**src/rtl/fxc_pkg.sv**
```systemverilog
// Shared types for the frequency cross-checker.
// Assumes: cause codes are decoded by logic outside the block, so values are fixed.
package fxc_pkg;
    typedef enum logic [1:0] {
        CAUSE_NONE  = 2'b00,
        CAUSE_SLOW  = 2'b01,
        CAUSE_FAST  = 2'b10,
        CAUSE_NOREF = 2'b11
    } cause_e;
endpackage

```
**src/rtl/fxc_tick_sync.sv**
```systemverilog
// Brings the asynchronous reference tick into the system domain and emits a
// one-cycle pulse per rising level.
// Assumes: the tick stays high for at least two system cycles.
module fxc_tick_sync #(
    parameter int STAGES = 2
) (
    input  logic clk,
    input  logic rst_n,
    input  logic tick_async,
    output logic tick_pulse
);
    logic [STAGES-1:0] sync_q;
    logic              prev_q;

    // Shift the raw level through the synchroniser chain and keep the last value.
    always_ff @(posedge clk) begin
        if (!rst_n) begin
            sync_q <= '0;
            prev_q <= 1'b0;
        end else begin
            sync_q <= {sync_q[STAGES-2:0], tick_async};
            prev_q <= sync_q[STAGES-1];
        end
    end

    // Rising edge of the synchronised level.
    assign tick_pulse = sync_q[STAGES-1] & ~prev_q;
endmodule

```
**src/rtl/fxc_span_counter.sv**
```systemverilog
// Counts system cycles in one reference interval: a low cycle counter plus a
// saturating wrap counter that forms the upper part of the measurement.
// Assumes: restart coincides with the tick that ends an interval; the tick
// cycle itself is the first cycle of the new interval.
module fxc_span_counter #(
    parameter int LO_W = 16,
    parameter int HI_W = 16
) (
    input  logic            clk,
    input  logic            rst_n,
    input  logic            run,
    input  logic            restart,
    output logic [LO_W-1:0] lo_cnt,
    output logic [HI_W-1:0] hi_cnt
);
    localparam logic [LO_W-1:0] LO_ONE = LO_W'(1);
    localparam logic [HI_W-1:0] HI_ONE = HI_W'(1);

    logic lo_wrap;
    assign lo_wrap = (lo_cnt == '1);

    // Low cycle counter: hold at zero when idle, restart at one on a tick.
    always_ff @(posedge clk) begin
        if (!rst_n || !run) begin
            lo_cnt <= '0;
        end else if (restart) begin
            lo_cnt <= LO_ONE;
        end else begin
            lo_cnt <= lo_cnt + LO_ONE;
        end
    end

    // Wrap counter: advance on each low rollover, saturate at all ones.
    always_ff @(posedge clk) begin
        if (!rst_n || !run) begin
            hi_cnt <= '0;
        end else if (restart) begin
            hi_cnt <= '0;
        end else if (lo_wrap && (hi_cnt != '1)) begin
            hi_cnt <= hi_cnt + HI_ONE;
        end
    end
endmodule

```
**src/rtl/fxc_band_cmp.sv**
```systemverilog
// Derives the absolute tolerance from a percentage and classifies a
// measurement as slow, fast or in band.
// Assumes: exp_count and tol_pct are quasi-static; the tolerance is
// registered and follows a change one cycle later.
module fxc_band_cmp #(
    parameter int MEAS_W = 32,
    parameter int PCT_W  = 7
) (
    input  logic              clk,
    input  logic              rst_n,
    input  logic [MEAS_W-1:0] exp_count,
    input  logic [PCT_W-1:0]  tol_pct,
    input  logic [MEAS_W-1:0] meas,
    output logic              is_slow,
    output logic              is_fast
);
    localparam int PROD_W = MEAS_W + PCT_W;
    localparam logic [PROD_W-1:0] HUNDRED = PROD_W'(100);

    logic [PROD_W-1:0] prod;
    logic [PROD_W-1:0] quot;
    logic [MEAS_W-1:0] tol_q;
    logic [MEAS_W-1:0] below_by;
    logic [MEAS_W-1:0] above_by;

    // Scale the expected count by the percentage.
    always_comb begin
        prod = {{PCT_W{1'b0}}, exp_count} * {{MEAS_W{1'b0}}, tol_pct};
        quot = prod / HUNDRED;
    end

    // Register the tolerance to keep the divider off the compare path.
    always_ff @(posedge clk) begin
        if (!rst_n) begin
            tol_q <= '0;
        end else begin
            tol_q <= quot[MEAS_W-1:0];
        end
    end

    // Distance of the measurement from the expectation in each direction.
    always_comb begin
        below_by = exp_count - meas;
        above_by = meas - exp_count;
        is_slow  = (meas < exp_count) && (below_by > tol_q);
        is_fast  = (meas > exp_count) && (above_by > tol_q);
    end
endmodule

```
**src/rtl/freq_xcheck.sv**
```systemverilog
// Top of the frequency cross-checker: synchronises the reference tick,
// measures system cycles per interval, judges each interval against the
// expected count and watches for a reference that stops.
// Assumes: rst_n is synchronous to clk; configuration changes only while
// enable is low or errors are ignored.
module freq_xcheck
    import fxc_pkg::*;
#(
    parameter int LO_W        = 16,
    parameter int HI_W        = 16,
    parameter int PCT_W       = 7,
    parameter int SYNC_STAGES = 2
) (
    input  logic                 clk,
    input  logic                 rst_n,
    input  logic                 enable,
    input  logic                 ref_tick_async,
    input  logic [LO_W+HI_W-1:0] exp_count,
    input  logic [PCT_W-1:0]     tol_pct,
    input  logic [HI_W-1:0]      ovf_limit,
    input  logic                 err_clear,
    output logic                 err_flag,
    output logic [1:0]           err_cause
);
    localparam int MEAS_W = LO_W + HI_W;

    logic              tick_pulse;
    logic [LO_W-1:0]   lo_cnt;
    logic [HI_W-1:0]   ovf_cnt;
    logic [MEAS_W-1:0] meas;
    logic              is_slow;
    logic              is_fast;
    logic              armed_q;
    logic              freq_hit;
    logic              miss_hit;
    cause_e            cause_q;
    cause_e            new_cause;

    fxc_tick_sync #(
        .STAGES(SYNC_STAGES)
    ) u_sync (
        .clk       (clk),
        .rst_n     (rst_n),
        .tick_async(ref_tick_async),
        .tick_pulse(tick_pulse)
    );

    fxc_span_counter #(
        .LO_W(LO_W),
        .HI_W(HI_W)
    ) u_span (
        .clk    (clk),
        .rst_n  (rst_n),
        .run    (enable),
        .restart(tick_pulse),
        .lo_cnt (lo_cnt),
        .hi_cnt (ovf_cnt)
    );

    assign meas = {ovf_cnt, lo_cnt};

    fxc_band_cmp #(
        .MEAS_W(MEAS_W),
        .PCT_W (PCT_W)
    ) u_cmp (
        .clk      (clk),
        .rst_n    (rst_n),
        .exp_count(exp_count),
        .tol_pct  (tol_pct),
        .meas     (meas),
        .is_slow  (is_slow),
        .is_fast  (is_fast)
    );

    // Arm after the first tick of a run so the partial interval is skipped.
    always_ff @(posedge clk) begin
        if (!rst_n || !enable) begin
            armed_q <= 1'b0;
        end else if (tick_pulse) begin
            armed_q <= 1'b1;
        end
    end

    // Fault detection for this cycle, with missing reference ranked first.
    always_comb begin
        freq_hit  = enable && tick_pulse && armed_q && (is_slow || is_fast);
        miss_hit  = enable && (ovf_cnt > ovf_limit);
        new_cause = CAUSE_NONE;
        if (miss_hit) begin
            new_cause = CAUSE_NOREF;
        end else if (freq_hit) begin
            new_cause = is_slow ? CAUSE_SLOW : CAUSE_FAST;
        end
    end

    // Sticky cause register: first fault holds until cleared.
    always_ff @(posedge clk) begin
        if (!rst_n || err_clear) begin
            cause_q <= CAUSE_NONE;
        end else if (cause_q == CAUSE_NONE) begin
            cause_q <= new_cause;
        end
    end

    assign err_cause = cause_q;
    assign err_flag  = (cause_q != CAUSE_NONE);
endmodule

```
**config.mk**
```make
export PLATFORM = sky130hd
export DESIGN_NAME = freq_xcheck
export DESIGN_NICKNAME = d
export VERILOG_FILES = /design/src/rtl/fxc_pkg.sv /design/src/rtl/fxc_tick_sync.sv /design/src/rtl/fxc_span_counter.sv /design/src/rtl/fxc_band_cmp.sv /design/src/rtl/freq_xcheck.sv
export SDC_FILE = /design/constraint.sdc
export NUM_CORES = 1
export LEC_CHECK = 0
export ABC_AREA = 1
export BUFFER_PORTS_ARGS = -buffer_cell sky130_fd_sc_hd__buf_2
export CORE_MARGIN = 5
export CORE_UTILIZATION = 40
export DETAILED_ROUTE_END_ITERATION = 7
export GPL_ROUTABILITY_DRIVEN = 0
export SLEW_MARGIN = 20
export SYNTH_ARGS = -nofsm -noshare
export SYNTH_HDL_FRONTEND = slang
export SYNTH_HIERARCHICAL = 1
export SYNTH_SLANG_ARGS = --single-unit
```
**constraint.sdc**
```tcl
create_clock -name clk -period 28.8 [get_ports clk]
set_input_delay 4.32 -clock clk [delete_from_list [all_inputs] [get_ports clk]]
set_output_delay 4.32 -clock clk [all_outputs]
set_load 0.01 [all_outputs]
```
# After elaboration in Yosys (flattened, before gate mapping)
# Index checks and enable logic that the tools add are counted.
totals:
  reg_bits: 70
  out_inout_bits: 3
classes:
  reduce_logical: 15
  div_mod_pow: 1
  order_cmp: 5
  n_mux: 4
  bitwise_logic: 2
  n_eq_ne: 2
  n_mul: 1
  n_addsub: 4
op_table:
  columns: ["operator", "count"]
  rows:
  - ["$gt 32x32->1", 3]
  - ["$sub 32x32->32", 2]
  - ["$div 39x7->39 const B", 1]
  - ["$mul 32x7->39", 1]
  - ["$add 16x1->16 const B", 2]
  - ["$lt 32x32->1", 1]
  - ["$eq 16x16->1 const B", 1]
  - ["$gt 16x16->1", 1]
  - ["$ne 16x16->1 const B", 1]
  - ["$logic_and 1x1->1", 7]
  - ["$mux 2", 3]
  - ["$logic_or 1x1->1", 3]
  - ["$logic_not 1->1", 2]
  - ["$logic_not 2->1", 1]
  - ["$reduce_bool 2->1", 1]
  - ["$reduce_or 2->1", 1]
  - ["$and 1x1->1", 1]
  - ["$mux 1", 1]
  - ["$not 1->1", 1]

# Longest topological paths before layout
# Gate-level depths: netlist of run 1.
logic_depth:
  depth_word: 7
  mapped_depth: 193
  depth_no_buf: 192

# Hierarchy
# The synthesis of run 1 kept the hierarchy.
by_module_without_submodules:
  columns: ["mod", "instances", "cells_per_inst", "area_per_inst_um2"]
  rows:
  - ["fxc_band_cmp", 1, 3126, 19668.9]
  - ["fxc_span_counter", 1, 265, 1744.2]
  - ["freq_xcheck", 1, 95, 586.8]
  - ["fxc_tick_sync", 1, 11, 92.6]

# Least setup slack after synthesis of run 1
# OpenSTA, ideal clock, no wires.
synth_timing:
  path_type: "input to register"
  start: "in tol_pct[5]"
  end: "reg u_cmp.tol_q[0]"
  arrival_ns: 20.651
  slack_ns: 8.083
  setup_ns: 0.066
  required_ns: 28.734
  path_stages: 163
  cell_sequence: "clkbuf_1 nand2_1 inv_1 fa_1 fa_1 fa_1 inv_1 fa_1 inv_1 ha_1 nand2_1 inv_1 a21oi_1 inv_1 a21oi_1 nand2_2 nand2_1 o21ai_1 [127 not listed] nor2_4 nand2_4 nand2_4 nand2_4 nand2_2 nor2_4 nand2_4 nand2_4 nand2_1 nand2_2 nor2_2 nand2_2 nand2_1 nand2_1 nand2_1 nor2_1 nand2_1 a21oi_2"
synth_via:
  elab_chain_cells: 2
synth_lines:
  columns: ["item", "line", "source"]
  rows:
  - ["start, declared", "freq_xcheck.sv:19", "input logic [PCT_W-1:0] tol_pct,"]
  - ["$mul 32x7->39", "fxc_band_cmp.sv:28", "prod = {{PCT_W{1'b0}}, exp_count} * {{MEAS_W{1'b0}}, tol_pct};"]
  - ["$div 39x7->39", "fxc_band_cmp.sv:29", "quot = prod / HUNDRED;"]
  - ["end signal, assigned", "fxc_band_cmp.sv:37", "tol_q <= quot[MEAS_W-1:0];"]
  - ["end, declared", "fxc_band_cmp.sv:22", "logic [MEAS_W-1:0] tol_q;"]
# No other way between the ends.
# A chain may end at the register's enable or synchronous reset.

# Worst setup path in the final report of run 1
layout_timing:
  start: "in tol_pct[3]"
  end: "reg u_cmp.tol_q[0]"
# Same word-level chain as after synthesis.

==> impl_metrics.toml, run 1 <==
[yosys]
synth_flop_cell = "dfxtp_1"
async_reset_ff_share_pct = 0
synth_nets = 3909
synthDistinctLibCells = 66
ys_warn_count = 6
synth-edff-count = 0
synthesis.area_um2 = 22090
ys_ff_latch = 70
synth_top_area_share_pct = 14.78
yosysSeqAreaShare_pct = 6.343
syn_area_per_cell_um2 = 6.318
synth_area_leaders = "nand2_1, fa_1, inv_1"
synth_top_area_cell = "nand2_1"
syn_inst = 3497

[clock_network]
cts_max_level = 3
clk_pin_slew_ns = 0.07
cts_buffer_depth = 2
numCtsBuffers = 9
ctsHoldBuffers = 0
cts_resized = 0
cts_setup_buffers = 0
cts.sinks = 70
cts_tree = "yes"
clk_latency_ns = 0.38
cts_root_buffer = "clkbuf_16"

[routing]
first_iter_violations = 1275
totalWireLength_um = 61670
ant_nets = 0
routedWlPerCell_um = 14.69
dr.pass1.iters = 6
avgViaCountPerCell = 4.975
drc = 0
num_vias = 20884

[global_route]
grtUsageTotal_pct = 20.36
overflow = 0
antenna_found_initial = 0
grt_pass1_wl_um = 100900
grt_pass1_vias = 20175
grt_max_degree = 33

[setup_path]
critPathCaptureType = "register"
start_kind = "input pin"
slowest_stage = "fa_1"
cp_slowest_stage_delay_ns = 0.58
crit_path_max_fanout = 32
crit_required_ns = 29.11
crit_top_cell = "nand2_2"
worstPathArrival_ns = 23.07
path_class = "in -> reg"

[die]
initial_core_util_pct = 40.26
die_x_um = 245.0
fp.dieH_um = 245.0
core_area_um2 = 54880
ios = 63
dieArea_um2 = 60030
std_cell_rows = 86

[sta]
finalCriticalPeriod_ns = 22.76
finalHoldViolations = 0
fmax_ghz = 0.04393
skew_ns = 0.007587
fin_crit_sh_pct = 79.04
grt_setup_unrepaired = "false"
maxSlewHeadroom_pct = 35.77
setup_tns_ns = 0
finalMaxSlewViolations = 0
setup-violations-final = 0
tightest_slew_ns = 0.9513

[finish]
final_util_pct = 42.49
final_cells = 4198
fin_nets = 3900
area_growth_pct = 5.545
drive_above_1_share_pct = 14.72

[run]
maxCapViolCount = 0

[place]
dp.cells = 4181
io_buffer_count = 62
hpwlAfterDp_um = 52590

[run_status]
status = "finished clean"

[worst_hold_path]
hold_class = "reg -> reg"
[sequential cells by signal (all words and copies together), names as in the netlist]
register and count:
u_sync/prev_q 1, u_sync/sync_q 2, u_span/hi_cnt 16, err_cause 2, u_span/lo_cnt 16, armed_q 1, u_cmp/tol_q 32
[worst max-delay path: cells and delay by family]
kind,cells,cell delay [ns]
compound gates,1,0.10
fa+ha+maj,5,2.48
simple gates,147,15.25
buf+inv,5,0.75
[cells in the final DEF (no fill, tap or decap), types with 28 or more instances in the layout]
cell / instances
ha_1: 201
nor2_1: 191
dfxtp_1: 70
xor2_1: 71
nand3_2: 33
o21ai_0: 80
xnor2_1: 28
nand2_2: 162
nand3_1: 182
inv_1: 706
nand2_4: 73
nand4_1: 49
nor2_2: 28
a21oi_1: 219
inv_2: 60
buf_2: 62
fa_1: 151
nand2_1: 870
o21ai_1: 31
[per-layer routing]
metal	track usage (%)	up-vias	routed length, um
li1	-	10792	-
met1	27.47	9492	28520
met2	34.39	488	28200
met3	1.764	112	2710
met4	6.980	0	2245
met5	0	-	0
[layout make-up]
class                           instances  area, um^2
Tap cell                              704       880.8
Sequential cell                        70        1401
Timing Repair Buffer                   64       325.3
Clock buffer                           11       242.7
Clock inverter                          5       106.4
Multi-Input combinational cell       2559       17350
Fill cell                            5887       31560
Inverter                              784        3009
Antenna cell                            1       2.502
[final timing paths]
| kind | startpoint | endpoint | slack [ns] | cells past startpoint |
|---|---|---|---|---|
| max | tol_pct[3] | u_cmp/tol_q[0]$_SDFF_PN0_ | 6.04 | 158 |
| min | u_sync/sync_q[0]$_SDFF_PN0_ | u_sync/sync_q[1]$_SDFF_PN0_ | 0.41 | 2 |
| max reg2reg | u_span/lo_cnt[4]$_SDFF_PP0_ | err_cause[1]$_SDFFE_PP0N_ | 23.44 | 18 |
| min reg2reg | u_sync/sync_q[0]$_SDFF_PN0_ | u_sync/sync_q[1]$_SDFF_PN0_ | 0.41 | 2 |
[per-stage QoR]
step | hold slack (ns) | setup WS (ns) | cell area [um^2]
floorplan | 0.3856 | 8.083 | 22090
CTS | 0.4134 | 5.991 | 23310
global placement | 0.4034 | 5.977 | 22970
detailed placement | 0.4043 | 5.619 | 22970
finish | 0.4103 | 6.036 | 23320
global route | 0.4415 | 3.866 | 23310
[cells in the mapped netlist (25+ instances only)]
cell        n
ha_1      201
inv_2      59
fa_1      151
inv_1     707
dfxtp_1    70
nand2_4    73
nor2_1    191
nand3_1   182
o21ai_1    31
xor2_1     71
nand4_1    49
a21oi_1   219
nand3_2    33
nand2_2   162
clkbuf_1   82
xnor2_1    28
nand2_1   870
o21ai_0    80
nor3_1     25
nor2_2     28
[cells by family after synthesis]
logic type	share of synthesized area (%)
simple gates	38.45
xor+xnor	3.998
fa+ha+maj	25.07
flops	6.343
buf+inv	15.13
compound gates	11.02
Power of run 1 is not shown: default switching activity piles up to over one toggle a cycle in this logic, so the estimate is an artifact.
==> inputs of run 2 (changes only) <==
Clock period 28.8 ns to 22.1 ns, I/O delays scaled along.
==> run 2 against run 1 <==
Against the previous run:
- global-route usage is 0.10 points lower
- largest cell class unchanged
- highest routed layer unchanged
- utilization is 2.9 points higher
- critical endpoint unchanged
- routed wire length is 3.8% higher
==> impl_metrics.toml, run 2 (synthesized netlist as in run 1, its figures left out) <==
[die]
fp.dieH_um = 245.0
dieArea_um2 = 60030
ios = 63
die_x_um = 245.0
core_area_um2 = 54880
initial_core_util_pct = 40.26
std_cell_rows = 86

[setup_path]
slowest_stage = "fa_1"
crit_buf_inv = 6
start_kind = "input pin"
cp-startpoint = "tol_pct[1]"
r2r-start = "u_span/lo_cnt[4]$_SDFF_PP0_"
critPathCaptureType = "register"
path_delay_family = "simple AND/OR/NAND/NOR gates"
path_class = "in -> reg"
crit_required_ns = 22.41
worstPathArrival_ns = 21.38
cp_slowest_stage_delay_ns = 0.56
crit_top_cell = "nand2_4"
crit_path_max_fanout = 8

[finish]
diodes = 0
layout_commonest_cell = "nand2_1"
largestRegisters = "u_cmp/tol_q (32), u_span/hi_cnt (16), u_span/lo_cnt (16)"
final_cells = 4234
fin_nets = 3937
area_growth_pct = 12.72
drive_above_1_share_pct = 18.67
mostFrequentLayoutCells = "nand2_1, inv_1, a21oi_1, ha_1, nor2_1"
largest_reg_flops = 32
regMostFlops = "u_cmp/tol_q"

[routing]
ant_nets = 0
num_vias = 21207
dr.pass1.iters = 5
totalWireLength_um = 63990
avgViaCountPerCell = 5.009
drc = 0
routedWlPerCell_um = 15.11
first_iter_violations = 1257

[sta]
grt_setup_unrepaired = "true"
holdWs_ns = 0.4121
skew_ns = 0.005084
finalCriticalPeriod_ns = 21.06
tightest_slew_ns = 1.170
maxSlewHeadroom_pct = 21.42
fmax_ghz = 0.04748
setup-violations-final = 0
finalHoldViolations = 0
finalMaxSlewViolations = 0
fin_crit_sh_pct = 95.31

[clock_network]
clk_latency_ns = 0.38
cts_buffer_depth = 2
cts_tree = "yes"
numCtsBuffers = 9
ctsHoldBuffers = 0
cts.sinks = 70
cts_max_level = 3
cts_root_buffer = "clkbuf_16"
clk_pin_slew_ns = 0.07

[global_route]
overflow = 0
grt_max_degree = 33
antenna_found_initial = 0
grt_pass1_wl_um = 99820
grtUsageTotal_pct = 20.26
grt_pass1_vias = 20046

[worst_hold_path]
hp-start = "u_sync/sync_q[0]$_SDFF_PN0_"
hold_class = "reg -> reg"

[run_status]
status = "finished clean"

[place]
io_buffer_count = 62
dp.cells = 4186
hpwlAfterDp_um = 52200

[run]
maxCapViolCount = 0
## run 2: cell count changes in the layout (fill, tap and decap cells not counted), moves of 10 or more
cell / change
ha_1: -19
nand3_4: +13
nor2_4: +24
buf_4: +31
nand4_4: +16
nand2_1: -32
nand4_2: -16
nor2_2: -10
ha_4: +15
nand2_4: +38
nand3_1: -21
nor2_1: -14
buf_2: -11
## run 2: worst register-to-register path, cell delays in order (launching register included)
cell	delay [ns]
dfxtp_1	0.36
ha_1	0.44
nand2_1	0.14
nor2_1	0.24
inv_1	0.06
o21ai_0	0.40
a21oi_1	0.26
o311ai_0	0.82
xor2_1	0.19
ha_1	0.36
nand2_1	0.05
nor3_1	0.43
nor4b_1	0.41
a21oi_1	0.13
a311oi_1	0.52
nand3b_1	0.15
nand2_1	0.09
nand2_1	0.05
a21oi_1	0.11
## run 2: worst paths after layout
| check | cells after the start | to | slack [ns] |
|---|---|---|---|
| max | 160 | u_cmp/tol_q[0]$_SDFF_PN0_ | 1.04 |
| min | 2 | u_sync/sync_q[1]$_SDFF_PN0_ | 0.41 |
| max reg2reg | 18 | err_cause[1]$_SDFFE_PP0N_ | 16.83 |
| min reg2reg | 2 | u_sync/sync_q[1]$_SDFF_PN0_ | 0.41 |
## run 2: metrics by stage
stage | util (%) | cell area, um^2 | worst slack (ns) | setup TNS, ns
2_1_floorplan | - | 22090 | 2.388 | 0
3_3_place_gp | 41.96 | 23030 | 0.2787 | 0
3_5_place_dp | 41.96 | 23030 | -0.01672 | -0.01672
4_1_cts | 42.60 | 23380 | 0.3472 | 0
5_1_grt | 45.38 | 24900 | -0.4603 | -0.6632
6_report | 45.38 | 24900 | 1.037 | 0
## run 2: final cells by class
class	instances	area, um^2
Fill cell	5737	29980
Multi-Input combinational cell	2559	18490
Inverter	784	3015
Sequential cell	70	1401
Tap cell	704	880.8
Timing Repair Buffer	101	769.5
Clock buffer	11	242.7
Clock inverter	5	106.4
## run 2: timing repair
item | in CTS | in global routing
resized for setup | 0 | 250
hold endpoints to repair | 0 | 0
endpoints found under the setup margin | 0 | 5
setup buffers | 0 | 28
## run 2: layer usage
layer	routed length (um)	GRT usage, %
met1	28870	26.75
met2	30350	34.19
met4	2050	6.815
met5	0	0
met3	2712	2.831
Power of run 2 is left out for the same reason.
==> inputs of run 3 (changes only) <==
Settings changed: BUFFER_PORTS_ARGS -buffer_cell sky130_fd_sc_hd__buf_2 to -buffer_cell sky130_fd_sc_hd__buf_4, RECOVER_POWER from default to 100.
==> run 3 against run 2 <==
Against the previous run:
- die area is the same
- utilization shrank 0.33 points
- register-to-register slack gained 0.03 ns
- setup slack gained 0.061 ns
- critical path depth grew 3
- critical path type unchanged
- maximum frequency grew 0.29%
==> impl_metrics.toml, run 3 (synthesized netlist as in run 1, its figures left out) <==
[routing]
ant_nets = 0
drc = 0
totalWireLength_um = 62980
dr.pass1.iters = 7
routedWlPerCell_um = 14.91
first_iter_violations = 1207
avgViaCountPerCell = 4.990
num_vias = 21081

[sta]
setup-violations-final = 0
holdWs_ns = 0.4103
skew_ns = 0.01019
finalMaxSlewViolations = 0
tightest_slew_ns = 1.027
finalCriticalPeriod_ns = 21.00
maxSlewHeadroom_pct = 31.05
finalHoldViolations = 0
fmax_ghz = 0.04761
fin_crit_sh_pct = 95.03
grt_setup_unrepaired = "true"

[finish]
largest_reg_flops = 32
drive_above_1_share_pct = 17.95
largestRegisters = "u_cmp/tol_q (32), u_span/hi_cnt (16), u_span/lo_cnt (16)"
regArea_um2 = 1401
fin_nets = 3928
layout_commonest_cell = "nand2_1"
mostFrequentLayoutCells = "nand2_1, inv_1, a21oi_1, ha_1, nor2_1"
diodes = 0
regMostFlops = "u_cmp/tol_q"
n_fill_cell = 5766
multiInputGateArea_um2 = 18330
area_growth_pct = 11.91

[clock_network]
cts.sinks = 70
clk_pin_slew_ns = 0.07
ctsHoldBuffers = 0
cts_tree = "yes"
cts_root_buffer = "clkbuf_16"
cts_buffer_depth = 2
clk_latency_ns = 0.38
cts_max_level = 3
numCtsBuffers = 9

[setup_path]
crit_required_ns = 22.41
worstReg2RegEnd = "err_cause[1]$_SDFFE_PP0N_"
worstPathArrival_ns = 21.31
cp_slowest_stage_delay_ns = 0.54
crit_top_cell = "nand2_4"
critPathCaptureType = "register"
slowest_stage = "fa_1"
cp-startpoint = "exp_count[23]"
reg2reg_depth = 18
crit_end = "u_cmp/tol_q[0]$_SDFF_PN0_"
crit_path_max_fanout = 9
reg2reg_slack_ns = 16.86
start_kind = "input pin"
path_class = "in -> reg"
r2r-start = "u_span/lo_cnt[4]$_SDFF_PP0_"

[global_route]
grt_pass1_wl_um = 100700
antenna_found_initial = 2
grtUsageTotal_pct = 20.33
grt_pass1_vias = 20169
overflow = 0
grt_max_degree = 33

[die]
initial_core_util_pct = 40.26
core_area_um2 = 54880
std_cell_rows = 86
fp.dieH_um = 245.0
ios = 63
dieArea_um2 = 60030
die_x_um = 245.0

[worst_hold_path]
hp-start = "u_sync/sync_q[0]$_SDFF_PN0_"
hold_class = "reg -> reg"

[run_status]
status = "finished clean"

[run]
maxCapViolCount = 0

[place]
hpwlAfterDp_um = 52260
io_buffer_count = 62
-- run 3: cell types whose count changed in the layout (fill, tap and decap cells not counted), sizes merged --
cell      delta
clkinvlp     +2
bufinv       -2
buf          -4
clkbuf       -6
inv          +1
-- run 3: worst min path at each step --
stage,endpoint,slack [ns],depth (start not counted)
final,u_sync/sync_q[1]$_SDFF_PN0_,0.41,2
after global routing,u_sync/sync_q[1]$_SDFF_PN0_,0.44,2
after CTS,u_sync/sync_q[1]$_SDFF_PN0_,0.41,2
after detailed placement,u_sync/sync_q[1]$_SDFF_PN0_,0.41,2
after global placement,u_sync/sync_q[1]$_SDFF_PN0_,0.40,2
after floorplan,u_sync/sync_q[1]$_SDFF_PN0_,0.39,2
-- run 3: critical path: cells and delay by family --
kind | cells | cell delay (ns)
AO/OA/AOI/OAI | 5 | 0.57
XOR/XNOR | 1 | 0.18
adder cells (fa/ha/maj) | 5 | 2.43
buffers and inverters | 7 | 0.56
AND/OR/NAND/NOR | 145 | 14.18
-- run 3: cell type report --
class / count / area share, %
clock inverters: 6 / 0.2834
inverters: 784 / 12.19
clock buffers: 10 / 0.9666
repair buffers: 92 / 3.183
multi-input cells: 2559 / 74.14
well taps: 704 / 3.563
flip-flops and latches: 70 / 5.668
-- run 3: stage by stage --
step                      utilization (%)  instance area (um^2)  setup slack, ns  std cells  TNS (ns)
after floorplan                         -                 22090            2.388       3497         0
after CTS                           42.72                 23450           0.5142       4199         0
final                               45.05                 24720            1.098       4225         0
after global placement              42.16                 23140           0.4710       4183         0
after detailed placement            42.16                 23140           0.1598       4183         0
after global routing                45.05                 24720          -0.3650       4225   -0.3714
-- run 3: layer usage --
metal	share of wire, %	global-route usage [%]	wire, um
met1	46	27.67	28940
met2	46	34.17	29240
met3	3.9	1.524	2440
met5	0	0	0
met4	3.7	7.096	2354
-- run 3: timing repair --
item,in CTS,in global routing
gates resized for setup,0,212
endpoints found under the setup margin,0,4
buffers inserted,0,25
Power of run 3 is left out for the same reason.
